[config.mk]
export PLATFORM = sky130hd
export DESIGN_NAME = irqc_top
export DESIGN_NICKNAME = d
export VERILOG_FILES = /design/src/rtl/irqc_pkg.sv /design/src/rtl/irqc_sync.sv /design/src/rtl/irqc_detect.sv /design/src/rtl/irqc_out.sv /design/src/rtl/irqc_top.sv
export SDC_FILE = /design/constraint.sdc
export NUM_CORES = 1
export LEC_CHECK = 0
export BUFFER_PORTS_ARGS = -buffer_cell sky130_fd_sc_hd__buf_4
export CAP_MARGIN = 20
export CELL_PAD_IN_SITES_DETAIL_PLACEMENT = 0
export CELL_PAD_IN_SITES_GLOBAL_PLACEMENT = 1
export CORE_AREA = 5 5 168 170
export DETAILED_ROUTE_END_ITERATION = 16
export DIE_AREA = 0 0 173 175
export PLACE_DENSITY = 0.69
export SLEW_MARGIN = 20
export SYNTH_ARGS = -nofsm -noshare
export SYNTH_HDL_FRONTEND = slang
export SYNTH_SLANG_ARGS = --single-unit
export TNS_END_PERCENT = 10
[constraint.sdc]
create_clock -name clk -period 1.6 [get_ports clk]
set_input_delay 0.08 -clock clk [delete_from_list [all_inputs] [get_ports clk]]
set_output_delay 0.08 -clock clk [all_outputs]
set_load 0.1 [all_outputs]
[src/rtl/irqc_pkg.sv]
package irqc_pkg;

  // Byte offsets of the register file
  localparam int OFS_ENABLE   = 'h00;
  localparam int OFS_STATUS   = 'h04;
  localparam int OFS_MODE     = 'h08;
  localparam int OFS_SENSE    = 'h0C;
  localparam int OFS_OUT_MODE = 'h10;
  localparam int OFS_OUT_POL  = 'h14;
  localparam int OFS_INJECT   = 'h18;

  // Input is asserted when it matches the selected sense
  function automatic logic qualify(input logic raw, input logic sense);
    return raw ~^ sense;
  endfunction

  // Event for one source: asserted transition in edge mode, asserted level otherwise
  function automatic logic src_hit(input logic edge_mode, input logic sense,
                                   input logic now, input logic prev);
    logic q_now, q_prev;
    q_now  = qualify(now, sense);
    q_prev = qualify(prev, sense);
    return edge_mode ? (q_now & ~q_prev) : q_now;
  endfunction

  // Pending update: a new event dominates a clear request
  function automatic logic next_pending(input logic cur, input logic clr, input logic set);
    return (cur & ~clr) | set;
  endfunction

endpackage

[src/rtl/irqc_sync.sv]
module irqc_sync #(
  parameter int W      = 32,
  parameter int STAGES = 2
) (
  input  logic         clk,
  input  logic         rst_n,
  input  logic [W-1:0] din,
  output logic [W-1:0] now_q,
  output logic [W-1:0] prev_q
);
  localparam int DEPTH = STAGES + 1;

  logic [W-1:0] pipe [DEPTH];

  always_ff @(posedge clk or negedge rst_n) begin
    if (!rst_n) pipe[0] <= '0;
    else        pipe[0] <= din;
  end

  for (genvar s = 1; s < DEPTH; s++) begin : g_stage
    always_ff @(posedge clk or negedge rst_n) begin
      if (!rst_n) pipe[s] <= '0;
      else        pipe[s] <= pipe[s-1];
    end
  end

  assign now_q  = pipe[STAGES-1];
  assign prev_q = pipe[STAGES];
endmodule

[src/rtl/irqc_detect.sv]
module irqc_detect
  import irqc_pkg::*;
#(
  parameter int NSRC = 32
) (
  input  logic            clk,
  input  logic            rst_n,
  input  logic [NSRC-1:0] smp_now,
  input  logic [NSRC-1:0] smp_prev,
  input  logic [NSRC-1:0] src_mode,
  input  logic [NSRC-1:0] src_sense,
  input  logic [NSRC-1:0] clr_mask,
  input  logic [NSRC-1:0] inject_mask,
  output logic [NSRC-1:0] set_mask,
  output logic [NSRC-1:0] status_q
);

  for (genvar i = 0; i < NSRC; i++) begin : g_src
    assign set_mask[i] = src_hit(src_mode[i], src_sense[i], smp_now[i], smp_prev[i])
                         | inject_mask[i];

    always_ff @(posedge clk or negedge rst_n) begin
      if (!rst_n) status_q[i] <= 1'b0;
      else        status_q[i] <= next_pending(status_q[i], clr_mask[i], set_mask[i]);
    end
  end


  w1c_clear_chk: assert property (@(posedge clk) disable iff (!rst_n)
    (|(clr_mask & ~set_mask)) |=> ((status_q & $past(clr_mask & ~set_mask)) == '0));


  set_wins_chk: assert property (@(posedge clk) disable iff (!rst_n)
    (|set_mask) |=> ((~status_q & $past(set_mask)) == '0));

endmodule

[src/rtl/irqc_out.sv]
module irqc_out (
  input  logic clk,
  input  logic rst_n,
  input  logic pend_any,
  input  logic out_mode,
  input  logic out_pol,
  output logic irq_out
);
  logic pend_q;
  logic active_q;
  logic rise;

  assign rise = pend_any & ~pend_q;

  always_ff @(posedge clk or negedge rst_n) begin
    if (!rst_n) begin
      pend_q   <= 1'b0;
      active_q <= 1'b0;
    end else begin
      pend_q   <= pend_any;
      active_q <= out_mode ? rise : pend_any;
    end
  end

  assign irq_out = active_q ^ out_pol;


  pulse_once_chk: assert property (@(posedge clk) disable iff (!rst_n)
    (out_mode && active_q) |=> (!active_q || !out_mode));


  masked_quiet_chk: assert property (@(posedge clk) disable iff (!rst_n)
    (!pend_any) |=> !active_q);

endmodule

[src/rtl/irqc_top.sv]
module irqc_top
  import irqc_pkg::*;
#(
  parameter int NSRC    = 32,
  parameter int AW      = 5,
  parameter int DW      = 32,
  parameter int SYNC_ST = 2
) (
  input  logic            clk,
  input  logic            rst_n,
  input  logic [NSRC-1:0] src_in,
  input  logic            bus_valid,
  input  logic            bus_write,
  input  logic [AW-1:0]   bus_addr,
  input  logic [DW-1:0]   bus_wdata,
  output logic [DW-1:0]   bus_rdata,
  output logic            irq_out
);
  localparam logic [AW-1:0] A_ENABLE   = AW'(OFS_ENABLE);
  localparam logic [AW-1:0] A_STATUS   = AW'(OFS_STATUS);
  localparam logic [AW-1:0] A_MODE     = AW'(OFS_MODE);
  localparam logic [AW-1:0] A_SENSE    = AW'(OFS_SENSE);
  localparam logic [AW-1:0] A_OUT_MODE = AW'(OFS_OUT_MODE);
  localparam logic [AW-1:0] A_OUT_POL  = AW'(OFS_OUT_POL);
  localparam logic [AW-1:0] A_INJECT   = AW'(OFS_INJECT);

  logic [NSRC-1:0] enable_q, mode_q, sense_q;
  logic            out_mode_q, out_pol_q;
  logic [NSRC-1:0] smp_now, smp_prev;
  logic [NSRC-1:0] clr_mask, inject_mask, set_mask, status_q;
  logic            wr;

  assign wr = bus_valid & bus_write;

  // Configuration registers
  always_ff @(posedge clk or negedge rst_n) begin
    if (!rst_n) begin
      enable_q   <= '0;
      mode_q     <= '0;
      sense_q    <= '0;
      out_mode_q <= 1'b0;
      out_pol_q  <= 1'b0;
    end else if (wr) begin
      if (bus_addr == A_ENABLE)   enable_q   <= bus_wdata[NSRC-1:0];
      if (bus_addr == A_MODE)     mode_q     <= bus_wdata[NSRC-1:0];
      if (bus_addr == A_SENSE)    sense_q    <= bus_wdata[NSRC-1:0];
      if (bus_addr == A_OUT_MODE) out_mode_q <= bus_wdata[0];
      if (bus_addr == A_OUT_POL)  out_pol_q  <= bus_wdata[0];
    end
  end

  assign clr_mask    = (wr && bus_addr == A_STATUS) ? bus_wdata[NSRC-1:0] : '0;
  assign inject_mask = (wr && bus_addr == A_INJECT) ? bus_wdata[NSRC-1:0] : '0;

  // Read path, same cycle
  always_comb begin
    bus_rdata = '0;
    if (bus_valid && !bus_write) begin
      case (bus_addr)
        A_ENABLE:   bus_rdata = DW'(enable_q);
        A_STATUS:   bus_rdata = DW'(status_q);
        A_MODE:     bus_rdata = DW'(mode_q);
        A_SENSE:    bus_rdata = DW'(sense_q);
        A_OUT_MODE: bus_rdata = DW'(out_mode_q);
        A_OUT_POL:  bus_rdata = DW'(out_pol_q);
        default:    bus_rdata = '0;
      endcase
    end
  end

  irqc_sync #(.W(NSRC), .STAGES(SYNC_ST)) u_sync (
    .clk    (clk),
    .rst_n  (rst_n),
    .din    (src_in),
    .now_q  (smp_now),
    .prev_q (smp_prev)
  );

  irqc_detect #(.NSRC(NSRC)) u_detect (
    .clk         (clk),
    .rst_n       (rst_n),
    .smp_now     (smp_now),
    .smp_prev    (smp_prev),
    .src_mode    (mode_q),
    .src_sense   (sense_q),
    .clr_mask    (clr_mask),
    .inject_mask (inject_mask),
    .set_mask    (set_mask),
    .status_q    (status_q)
  );

  irqc_out u_out (
    .clk      (clk),
    .rst_n    (rst_n),
    .pend_any (|(status_q & enable_q)),
    .out_mode (out_mode_q),
    .out_pol  (out_pol_q),
    .irq_out  (irq_out)
  );


  inject_reads_zero_chk: assert property (@(posedge clk) disable iff (!rst_n)
    (bus_valid && !bus_write && bus_addr == A_INJECT) |-> (bus_rdata == '0));

endmodule

==> flow_metrics.tcl <==
set metrics [dict create \
    dp_hpwl_um 15100 \
    post-route-min-period_ps 1910 \
    syn-instance-count 649 \
    finClkSkew_ps 5.89 \
    via_per_inst 4.97 \
    wirelength_um 23100 \
    grtUsageTotal_pct 15.4 \
    grtUsageMet3_pct 2.51 \
    vias 6183 \
    syn_avg_cell_area_um2 14.4 \
    area_growth_syn_to_layout_pct 43.1 \
    rsz0062_at_grt "true" \
    synth_async_sr_flop_share_pct 100 \
    yosys.area.top_type "dfrtp_1" \
    n_antenna_cell 0 \
    power_switching_mw 3.51 \
    ys_seq_area_share_pct 61.1 \
    finalCritPeriodShare_pct 120 \
    wl_per_cell_um 18.5 \
    initial_core_util_pct 35.1 \
    fin_nets 958 \
    dp_slack_ps -216 \
    io_pins 106 \
    cts_tree "yes" \
    use_met1_pct 22.1 \
    violations "negative setup slack" \
    dieArea_mm2 0.0303 \
    max_freq_mhz 522 \
    crit_arrival_ps 1830 \
    worst_pin_slew_ps 398 \
    worst_slack_ps -315 \
    ys_ff_latch 228 \
    min_path_type "input port to async pin" \
    cap_violations 0 \
    cts_max_path_buffers 3 \
    core_mm2 0.0266 \
    crit_required_ps 1520 \
    crit_type "flip-flop to primary output" \
    layout_commonest_cell "dfrtp_1" \
    gp_congestion 0.750 \
    first_pass_iters 4 \
    cts_buffers 26 \
    grt_pass1_vias 6636 \
    dp.cells 1116 \
    io_buffers 105 \
    hold_ws_ps 45.0 \
    die_w_um 173 \
    drive_gt1_share_pct 42.4 \
    vdd_drop_max_mv 0.664 \
    synth.area.top_cells "dfrtp_1, mux2_2, mux4_2" \
    yosysUniqueCellTypes 32 \
    powerDensity_mw_per_mm2 1100 \
    maxSlewHeadroom_pct 73.5 \
    p_comb_share_pct 13.6 \
    clk_pin_slew_worst_paths_ps 60 \
    antenna_found_initial 0 \
    use_met2_pct 25.0 \
    cp-start-kind "flip-flop" \
    synth_top_area_share_pct 61.1 \
    grt_busiest_layer "met2" \
    internal_power_mw 11.2 \
    synth_ff_type "dfrtp_1" \
    instances_no_fill 1245 \
    yosysWarnings 0 \
    grt_overflow 0 \
    clock_latency_ps 520 \
    netlist_area_mm2 0.00934 \
    rows 60 \
    final_cell_mix "dfrtp_1, buf_4, mux2_2, nand2_1, dlygate4sd3_1" \
    ant_nets 0 \
    grt_max_degree 56 \
    hold_viol 0 \
    power_leakage_nw 5.62 \
    clkPwrFrac_pct 41.5 \
    p_total_mw 14.7 \
    p_seq_share_pct 45.0 \
    synth-edff-count 0 \
    drc_errors 0 \
    grt_pass1_wl_um 37900 \
    final_max_slew_viol_count 0 \
    clock_sinks 228 \
    h-tree-depth 1 \
    outcome "complete, but fails checks" \
    drt_iter0_markers 325 \
    synth_nets 722 \
    cp-end-kind "primary output" \
    worst-path-max-fanout 2 \
    netSwitchingFraction_pct 23.9 \
    cts_root_buffer "clkbuf_16" \
    dieHeight_um 175 \
    setup_viol 35 \
]
==> registers in the layout, indices dropped and copies added, names as in the netlist <==
signal / count
enable_q: 32
mode_q: 32
out_mode_q: 1
out_pol_q: 1
sense_q: 32
u_detect.status_q: 32
u_out.active_q: 1
u_out.pend_q: 1
u_sync.now_q: 32
u_sync.pipe: 32
u_sync.prev_q: 32
==> critical path, cell delays in order, from the launching register on <==
cell,delay [ps]
dfrtp_1,400
buf_6,130
mux4_2,460
nor2b_4,150
buf_12,170
==> cells in the mapped netlist, types with 2 or more instances <==
cell type	instances
a221o_1	32
dfrtp_1	228
o31ai_1	32
buf_4	3
nand3_1	32
mux2_1	3
mux4_2	32
clkbuf_1	6
mux2_2	95
nand2_1	65
buf_6	3
nor2_1	4
a22oi_1	16
buf_2	13
mux2i_1	2
nor2b_1	63
nand4_1	5
==> per-stage QoR <==
| stage | TNS [ps] | cell area, µm² | util [%] |
|---|---|---|---|
| floorplan | -7980 | 9430 | - |
| global placement | -10620 | 11000 | 41.5 |
| detailed placement | -11910 | 11000 | 41.5 |
| CTS | -9300 | 13200 | 49.8 |
| global route | -10290 | 13400 | 50.3 |
| finish | -8280 | 13400 | 50.3 |
==> routing by layer <==
metal	up-vias	share of wire [%]
met4	0	1.6
li1	2881	-
met5	-	0
met2	93	47
met1	3183	48
met3	26	3.4
==> layout make-up <==
cell class / count / area, µm²
fillers: 2303 / 13200
well taps: 341 / 427
clock buffers: 35 / 744
clock inverters: 12 / 155
repair buffers: 234 / 2550
multi-input cells: 395 / 3780
flip-flops and latches: 228 / 5710
==> final timing paths <==
check / from / to / slack [ps] / cells past startpoint
max: u_detect.status_q[21] / bus_rdata[21] / -310 / 4
min: rst_n / u_sync.pipe[78] / 40 / 2
max reg2reg: u_detect.status_q[21] / u_out.active_q / -140 / 6
min reg2reg: u_sync.pipe[67] / u_sync.now_q[3] / 350 / 0
max in group asynchronous: rst_n / u_sync.pipe[68] / 900 / 3
min in group clk: bus_addr[2] / out_mode_q / 90 / 3
==> power by group through the flow <==
| stage | combinational, mW | sequential, mW | clock, mW |
|---|---|---|---|
| floorplan | 1.02 | 6.58 | 0 |
| global placement | 1.65 | 6.68 | 0 |
| detailed placement | 1.67 | 6.70 | 0 |
| CTS | 1.97 | 6.60 | 6.27 |
| global route | 2.16 | 6.67 | 6.53 |
| finish | 1.99 | 6.60 | 6.09 |
==> kinds of logic after synthesis <==
family | synth area share (%)
compound gates | 7.37
flops | 61.1
simple gates | 10.1
mux | 19.8
xor+xnor | 0.0938
buf+inv | 1.58
==> repair_timing <==
item / 4_1_cts / 5_1_grt
hold buffers: 65 / 0
endpoints found under the hold margin: 390 / 0
resized for setup: 134 / 18
pin swaps: 3 / 1
setup endpoints to repair: 35 / 35
buffers inserted: 12 / 5
(Power assumes the default switching activity.)
